--- src/rtl/bus_read_seq_pkg.sv ---
// Package: shared state encoding for the bus read sequencer.
// Assumes: nothing beyond IEEE 1800-2017 enum support.
package bus_read_seq_pkg;

    // Transaction phases, in the order a read walks through them.
    typedef enum logic [2:0] {
        PH_IDLE    = 3'd0,
        PH_ADDR    = 3'd1,
        PH_STROBE  = 3'd2,
        PH_WAIT    = 3'd3,
        PH_RELEASE = 3'd4
    } rd_phase_e;

endpackage

--- src/rtl/bus_read_seq_wait_ctr.sv ---
// Module: wait-state counter. It is loaded when the sequencer enters its
// wait stretch and signals on the last wait cycle.
// Assumes: WAIT_STATES >= 1. With a single wait state no counter is built.
module bus_read_seq_wait_ctr #(
    parameter int WAIT_STATES = 1
) (
    input  logic clk,
    input  logic rst_n,
    input  logic load,
    input  logic run,
    output logic last
);

    localparam int CNT_W = (WAIT_STATES > 1) ? $clog2(WAIT_STATES) : 1;

    generate
        if (WAIT_STATES <= 1) begin : g_single
            // A single wait cycle is always the last one.
            assign last = 1'b1;
        end else begin : g_counted
            logic [CNT_W-1:0] remain_q;

            // Load the cycles left after the first one, then count them down while waiting.
            always_ff @(posedge clk) begin
                if (!rst_n) begin
                    remain_q <= '0;
                end else if (load) begin
                    remain_q <= CNT_W'(WAIT_STATES - 1);
                end else if (run && remain_q != '0) begin
                    remain_q <= remain_q - 1'b1;
                end
            end

            assign last = (remain_q == '0);

            AST_CNT_NO_RELOAD_WHILE_RUNNING: assert property (@(posedge clk) disable iff (!rst_n)
                (run && !last) |=> !last || (remain_q < $past(remain_q)));
        end
    endgenerate

endmodule

--- src/rtl/bus_read_seq_fsm.sv ---
// Module: phase controller for a single bus read. It walks through address,
// strobe, wait and release phases and drives the registered read strobe.
// Assumes: the capture unit raises done_pulse in the cycle after release.
// Requests are only taken when idle and not in that done cycle.
module bus_read_seq_fsm
    import bus_read_seq_pkg::*;
#(
    parameter int WAIT_STATES = 1
) (
    input  logic clk,
    input  logic rst_n,
    input  logic req,
    input  logic done_pulse,
    output logic accept,
    output logic capture,
    output logic active,
    output logic strobe_n
);

    rd_phase_e phase_q, phase_d;
    logic      wait_last;
    logic      wait_load;
    logic      wait_run;
    logic      strobe_n_q;

    // Pick the next phase from the current one.
    always_comb begin
        phase_d = phase_q;
        case (phase_q)
            PH_IDLE:    if (req && !done_pulse) phase_d = PH_ADDR;
            PH_ADDR:    phase_d = PH_STROBE;
            PH_STROBE:  phase_d = PH_WAIT;
            PH_WAIT:    if (wait_last) phase_d = PH_RELEASE;
            PH_RELEASE: phase_d = PH_IDLE;
            default:    phase_d = PH_IDLE;
        endcase
    end

    // Phase register.
    always_ff @(posedge clk) begin
        if (!rst_n) phase_q <= PH_IDLE;
        else        phase_q <= phase_d;
    end

    // Registered strobe: low exactly while the next phase is strobe or wait.
    always_ff @(posedge clk) begin
        if (!rst_n) strobe_n_q <= 1'b1;
        else        strobe_n_q <= !(phase_d == PH_STROBE || phase_d == PH_WAIT);
    end

    assign wait_load = (phase_q == PH_STROBE);
    assign wait_run  = (phase_q == PH_WAIT);

    bus_read_seq_wait_ctr #(
        .WAIT_STATES(WAIT_STATES)
    ) i_wait_ctr (
        .clk  (clk),
        .rst_n(rst_n),
        .load (wait_load),
        .run  (wait_run),
        .last (wait_last)
    );

    assign accept   = (phase_q == PH_IDLE) && req && !done_pulse;
    assign capture  = (phase_q == PH_RELEASE);
    assign active   = (phase_q != PH_IDLE);
    assign strobe_n = strobe_n_q;

    AST_ADDR_BEFORE_STROBE: assert property (@(posedge clk) disable iff (!rst_n)
        (phase_q == PH_ADDR) |-> strobe_n);
    AST_RELEASE_HIGH: assert property (@(posedge clk) disable iff (!rst_n)
        capture |-> strobe_n);
    AST_RELEASE_THEN_DONE: assert property (@(posedge clk) disable iff (!rst_n)
        capture |=> done_pulse);
    AST_IDLE_STROBE_HIGH: assert property (@(posedge clk) disable iff (!rst_n)
        !active |-> strobe_n);

endmodule

--- src/rtl/bus_read_seq_capture.sv ---
// Module: address latch and read-data holding register with done pulse.
// Assumes: accept and capture come from the phase controller and never
// fall in the same cycle.
module bus_read_seq_capture #(
    parameter int ADDR_W = 16,
    parameter int DATA_W = 16
) (
    input  logic              clk,
    input  logic              rst_n,
    input  logic              accept,
    input  logic [ADDR_W-1:0] req_addr,
    input  logic              capture,
    input  logic [DATA_W-1:0] bus_data,
    output logic [ADDR_W-1:0] bus_addr,
    output logic [DATA_W-1:0] rd_data,
    output logic              done_pulse
);

    logic [ADDR_W-1:0] addr_q;
    logic [DATA_W-1:0] data_q;
    logic              done_q;

    // Hold the accepted address on the bus until the next acceptance.
    always_ff @(posedge clk) begin
        if (!rst_n)      addr_q <= '0;
        else if (accept) addr_q <= req_addr;
    end

    // Take the data bus at the end of the release cycle.
    always_ff @(posedge clk) begin
        if (!rst_n)       data_q <= '0;
        else if (capture) data_q <= bus_data;
    end

    // One-cycle completion pulse that follows the capture.
    always_ff @(posedge clk) begin
        if (!rst_n) done_q <= 1'b0;
        else        done_q <= capture;
    end

    assign bus_addr   = addr_q;
    assign rd_data    = data_q;
    assign done_pulse = done_q;

    AST_DONE_ONE_CYCLE: assert property (@(posedge clk) disable iff (!rst_n)
        done_q |=> !done_q);
    AST_DATA_HELD: assert property (@(posedge clk) disable iff (!rst_n)
        !$past(capture) |-> $stable(data_q));
    AST_ADDR_ONLY_ON_ACCEPT: assert property (@(posedge clk) disable iff (!rst_n)
        !$past(accept) |-> $stable(addr_q));

endmodule

--- src/rtl/bus_read_seq.sv ---
// Module: top of the bus read sequencer. It joins the phase controller and
// the capture unit and widens busy so that it covers the done cycle.
// Assumes: memory drives valid data while the strobe is high in the release
// cycle, and WAIT_STATES >= 1.
module bus_read_seq #(
    parameter int ADDR_W      = 16,
    parameter int DATA_W      = 16,
    parameter int WAIT_STATES = 1
) (
    input  logic              clk,
    input  logic              rst_n,
    input  logic              req,
    input  logic [ADDR_W-1:0] req_addr,
    output logic              busy,
    output logic              done,
    output logic [DATA_W-1:0] rd_data,
    output logic [ADDR_W-1:0] bus_addr,
    output logic              bus_rd_n,
    input  logic [DATA_W-1:0] bus_data
);

    localparam int LOW_CYCLES = WAIT_STATES + 1;
    localparam int RUN_W      = $clog2(LOW_CYCLES + 2);

    logic accept;
    logic capture;
    logic active;
    logic done_pulse;

    bus_read_seq_fsm #(
        .WAIT_STATES(WAIT_STATES)
    ) i_fsm (
        .clk       (clk),
        .rst_n     (rst_n),
        .req       (req),
        .done_pulse(done_pulse),
        .accept    (accept),
        .capture   (capture),
        .active    (active),
        .strobe_n  (bus_rd_n)
    );

    bus_read_seq_capture #(
        .ADDR_W(ADDR_W),
        .DATA_W(DATA_W)
    ) i_capture (
        .clk       (clk),
        .rst_n     (rst_n),
        .accept    (accept),
        .req_addr  (req_addr),
        .capture   (capture),
        .bus_data  (bus_data),
        .bus_addr  (bus_addr),
        .rd_data   (rd_data),
        .done_pulse(done_pulse)
    );

    assign busy = active || done_pulse;
    assign done = done_pulse;

    // Checker counter: length of the current strobe-low run.
    logic [RUN_W-1:0] low_run_q;
    always_ff @(posedge clk) begin
        if (!rst_n)         low_run_q <= '0;
        else if (!bus_rd_n) low_run_q <= low_run_q + 1'b1;
        else                low_run_q <= '0;
    end

    AST_LOW_RUN_BOUNDED: assert property (@(posedge clk) disable iff (!rst_n)
        low_run_q <= RUN_W'(LOW_CYCLES));
    AST_LOW_RUN_EXACT: assert property (@(posedge clk) disable iff (!rst_n)
        (bus_rd_n && low_run_q != '0) |-> (low_run_q == RUN_W'(LOW_CYCLES)));
    AST_ADDR_STABLE_BUSY: assert property (@(posedge clk) disable iff (!rst_n)
        (busy && $past(busy)) |-> $stable(bus_addr));
    AST_NO_ACCEPT_BUSY: assert property (@(posedge clk) disable iff (!rst_n)
        busy |-> !accept);

endmodule

--- config.mk ---
export PLATFORM = sky130hd
export DESIGN_NAME = bus_read_seq
export DESIGN_NICKNAME = d
export VERILOG_FILES = /design/src/rtl/bus_read_seq_pkg.sv /design/src/rtl/bus_read_seq_wait_ctr.sv /design/src/rtl/bus_read_seq_fsm.sv /design/src/rtl/bus_read_seq_capture.sv /design/src/rtl/bus_read_seq.sv
export SDC_FILE = /design/constraint.sdc
export NUM_CORES = 1
export LEC_CHECK = 0
export BUFFER_PORTS_ARGS = -buffer_cell sky130_fd_sc_hd__buf_2
export CAP_MARGIN = 20
export CORE_MARGIN = 2
export CORE_UTILIZATION = 47
export CTS_BUF_LIST = sky130_fd_sc_hd__clkbuf_8
export DETAILED_ROUTE_END_ITERATION = 16
export PLACE_DENSITY = 0.91
export SYNTH_ARGS = -nofsm -noshare
export SYNTH_HDL_FRONTEND = slang
export SYNTH_HIERARCHICAL = 1
export SYNTH_SLANG_ARGS = --single-unit
export TNS_END_PERCENT = 5
--- constraint.sdc ---
create_clock -name clk -period 2.2 [get_ports clk]
set_input_delay 0.11 -clock clk [delete_from_list [all_inputs] [get_ports clk]]
set_output_delay 0.11 -clock clk [all_outputs]
set_load 0.005 [all_outputs]
== After elaboration in Yosys (flattened, before gate mapping) ==
Index checks and enable logic that the tools add are counted.
Word-level totals
  register bits after elaboration: 37
  input bits: 35
  output and inout bits: 35
  word-level logic and storage cells: 22
Operators by class
  equal/unequal tests: 6
  mux-type cells: 2
  reduce and logical (&&, ||, !) cells: 9
Operator list (number)
  $eq 3x2->1 const B: 4
  $pmux 3 s4: 1
  $eq 3x1->1 const B: 1
  $eq 3x3->1 const B: 1
  $logic_and 1x1->1: 3
  $logic_not 3->1: 1
  $mux 3: 1
  $reduce_bool 3->1: 1
  $logic_not 1->1: 2
  $logic_or 1x1->1: 2

== Depth between registers and ports, before layout ==
  word-level depth: 7
  depth in mapped cells: 6
  gate-level depth less buffers: 4

== Modules after synthesis ==
Netlist, hierarchy kept.
Modules (own cells, without submodules)
  bus_read_seq_capture: times used 1, cells an instance 105, area an instance 1262.5 um2, seq. area each 660.6 um2
  bus_read_seq_fsm: times used 1, cells an instance 19, area an instance 187.7 um2, seq. area each 80.1 um2
  bus_read_seq_wait_ctr: times used 1, cells an instance 2, area an instance 11.3 um2, seq. area each 0.0 um2
  bus_read_seq: times used 1, cells an instance 1, area an instance 6.3 um2, seq. area each 0.0 um2

== Worst setup path before layout ==
OpenSTA, ideal clock, no wires.
  path type: register -> register
  start point: register i_fsm.phase_q[2]
  end point: register i_capture.addr_q[10] (netlist: i_capture/bus_addr[10])
  library setup time: 116 ps
  arrival: 1397 ps
  required time: 2084 ps
  path slack: 687 ps
  stages on the path, launching flop included: 7
  buffers on the path: 2
  period minus slack after synthesis: 1513 ps
  cells stage by stage: dfxtp_1 -> or3_4 -> nor3b_2 -> buf_6 -> buf_12 -> mux2i_1 -> nor2b_1
Between the ends
  word-level cells in the longest chain between the ends: 3
RTL lines
  start: declaration: RTL line bus_read_seq_fsm.sv:20  | rd_phase_e phase_q, phase_d;
  start signal: assignment: RTL line bus_read_seq_fsm.sv:42  | else phase_q <= phase_d;
  $logic_not 3->1: RTL line bus_read_seq_fsm.sv:64  | assign accept = (phase_q == PH_IDLE) && req && !done_pulse;
  $logic_and 1x1->1 (2 in a row): RTL line bus_read_seq_fsm.sv:64
  net accept: RTL line bus_read_seq.sv:25  | logic accept;
  end signal: assignment: RTL line bus_read_seq_capture.sv:26  | else if (accept) addr_q <= req_addr;
  end: declaration: RTL line bus_read_seq_capture.sv:19  | logic [ADDR_W-1:0] addr_q;
The timed path passes the listed nets, and every way through them passes these cells.
A chain may end at the register's enable or synchronous reset.

== Worst setup path after layout ==
  start point: register i_fsm.phase_q[0]
  end point: register i_capture.addr_q[3] (netlist: i_capture/bus_addr[3])
The elaborated chain is that of the path after synthesis.

==> results.py <==
metrics = {
    "setup_path": {
        "endpoint_kind": "flip-flop",
        "cp_slowest_stage_delay_ps": 400,
        "critical_path.slowest_cell": "sky130_fd_sc_hd__or3_4",
        "timing.critical_path.arrival_ps": 1820,
        "timing.reg2reg.worst_path_depth": 5,
        "critical_path_peak_fanout": 16,
        "r2r_start": "i_fsm/phase_q[0]",
        "critPathKind": "flip-flop to flip-flop",
        "worstSetupStartpointType": "flip-flop",
        "crit_cells": 5,
        "cp_top_family": "simple AND/OR/NAND/NOR gates",
        "worstSetupStartpoint": "i_fsm/phase_q[0]",
        "cp.required_ps": 2370,
        "critical_path.endpoint": "i_capture/bus_addr[3]",
        "critical_path_buf_inv_count": 1,
        "rrSetupSlack_ps": 550,
        "worstPathCellList": "or3_4, nor3b_4, buf_4, mux2i_1, nor2b_1",
        "timing.rr.end": "i_capture/bus_addr[3]",
    },
    "drt": {
        "post_drt_via_cell_ratio": 4.75,
        "detail_route.wl_per_cell_um": 12.1,
        "drc_violations_left": 0,
        "dr.first_iter.drc_count": 20,
        "dr_total_vias": 1082,
        "route.final.wire_length_um": 2770,
        "drt_first_pass_iters": 2,
        "drt.antenna.violating_nets": 0,
    },
    "placed_design": {
        "hpwlAfterDp_um": 1910,
        "globalplace.congestion": 0.685,
        "post_dp_cell_area_sq_um": 1780,
        "port_buffers": 69,
        "post-place-cells": 220,
    },
    "logic_synthesis": {
        "syn-instance-count": 124,
        "synthesis.yosys.warnings": 6,
        "avgSynthCellArea_sq_um": 11.7,
        "synthesis.area_sq_um": 1450,
        "postSynthNetCount": 159,
    },
    "power_and_ir_drop": {
        "post-layout-total-power_uw": 1380,
        "pwr_density_cell_nw_per_um2": 740,
        "leakage_power_uw": 0.000844,
        "vdd.ir_drop.worst_v": 0.000396,
    },
    "layout": {
        "layout-area-overhead-vs-synth_pct": 28.5,
        "fraction_of_final_layout_cells_with_drive_strength_greater_than_1": 0.421,
        "fin_area_sq_um": 1870,
        "final_core_utilization": 0.622,
        "antenna_fix_cells": 0,
        "finish.cell_count_without_fillers": 228,
        "nets": 229,
    },
    "floorplanning": {
        "ios": 70,
        "fp.dieArea_sq_um": 3550,
        "die-width_um": 59.6,
        "die-height_um": 59.6,
        "initial_core_util": 0.484,
        "rows": 20,
        "design.core.area_sq_um": 3000,
    },
    "clock_tree": {
        "cts.reportedPaths.clkPinSlew_ps": 80,
        "cts_hold_fix_bufs": 0,
        "cts_tree": "done",
        "clock_network_latency_to_the_later_pin_of_the_worst_skew_pair_ps": 280,
        "clock_buffers_created_by_tritoncts": 5,
        "clk_root_buffer_cell": "sky130_fd_sc_hd__clkbuf_8",
        "cts_post_setup_buffers_inserted": 0,
        "cts-htree-levels": 2,
        "clock_sinks": 37,
        "clk_path_buf_depth": 2,
        "post_cts.resized_instances": 0,
    },
    "sta": {
        "timing.final.crit_share": 0.750,
        "period_needed_ps": 1650,
        "timing.clock.skew_ps": 7.80,
        "clock.fmax_ghz": 0.606,
        "count_of_pins_over_their_slew_limit": 0,
        "setup_viol_count_final": 0,
        "setup_repair_after_global_routing_missed_its_margin": "no",
        "timing.setup.tns_ps": 0,
        "timing.final.hold_violations": 0,
    },
    "hold_path": {
        "min_path_type": "input port to flip-flop",
    },
    "run": {
        "cap_violations": 0,
    },
    "global_routing": {
        "number_of_antenna_violations_at_the_first_check_in_global_routing": 0,
        "grt_pass1_vias": 984,
        "gr-usage-all-layers": 0.162,
        "grt_start_max_net_pins": 36,
        "grt_overflow_total": 0,
        "grt_pass1_wl_um": 4190,
    },
    "run_status": {
        "run_status": "complete, no violations",
    },
}
flip-flops by register name, indices dropped and copies added, names as in the netlist:
| signal | cells |
|---|---|
| i_fsm/strobe_n | 1 |
| i_capture/rd_data | 16 |
| i_capture/bus_addr | 16 |
| i_capture/done_pulse | 1 |
| i_fsm/phase_q | 3 |
placed cells by master (no fill, tap or decap), drive strengths merged:
cell and count:
buf 71, dfxtp 37, mux2i 32, nor2b 32
clkbuf 5, clkinvlp 2, nor2 2, and2 2
nor3b 2, or2 1, inv 1, or3 1
nand2b 1, nand3 1, or3b 1, a21bo 1
nand4bb 1, o22ai 1, conb 1
area by class of cell:
| type | instances | area (sq um) |
|---|---|---|
| clock buffer | 5 | 68.8 |
| multi-input combinational | 79 | 637 |
| clock inverter | 3 | 18.8 |
| fill | 261 | 1140 |
| timing repair buffer | 71 | 360 |
| sequential | 37 | 741 |
| tap | 33 | 41.3 |
per-stage QoR:
step                      hold WS (ps)  worst slack [ps]
after detailed placement           374               565
after global placement             362               632
after global routing              82.7               473
after floorplan                    238               711
final                             79.8               551
after CTS                         74.3               531
layer usage:
layer	part of all wire	global-route usage	vias up	wire [um]
met1	0.43	0.174	481	1180
met4	0.015	0.0952	0	41
met5	0	0	-	0
met2	0.46	0.265	48	1270
li1	-	-	547	-
met3	0.097	0.0677	6	269
power breakdown:
part | total, uW | switching (uW) | internal, uW
clock network | 455 | 236 | 218
registers | 725 | 19.0 | 706
logic | 201 | 87.5 | 114
total | 1380 | 343 | 1040
worst min-delay path, delay by kind of cell:
family | cells | cell delay [ps]
and+or+nand+nor | 1 | 90
muxes | 1 | 50
buffers and inverters | 1 | 70
worst min-delay path by stage:
stage	startpoint	to	slack (ps)	depth (start not counted)
after floorplan	rst_n	i_capture/bus_addr[13]	240	1
after global routing	req_addr[14]	i_capture/bus_addr[14]	80	3
after global placement	bus_data[8]	i_capture/rd_data[8]	360	3
final	bus_data[7]	i_capture/rd_data[7]	80	3
after CTS	bus_data[7]	i_capture/rd_data[7]	70	3
after detailed placement	bus_data[15]	i_capture/rd_data[15]	370	3
No activity file was read; power rests on OpenSTA's default activity.
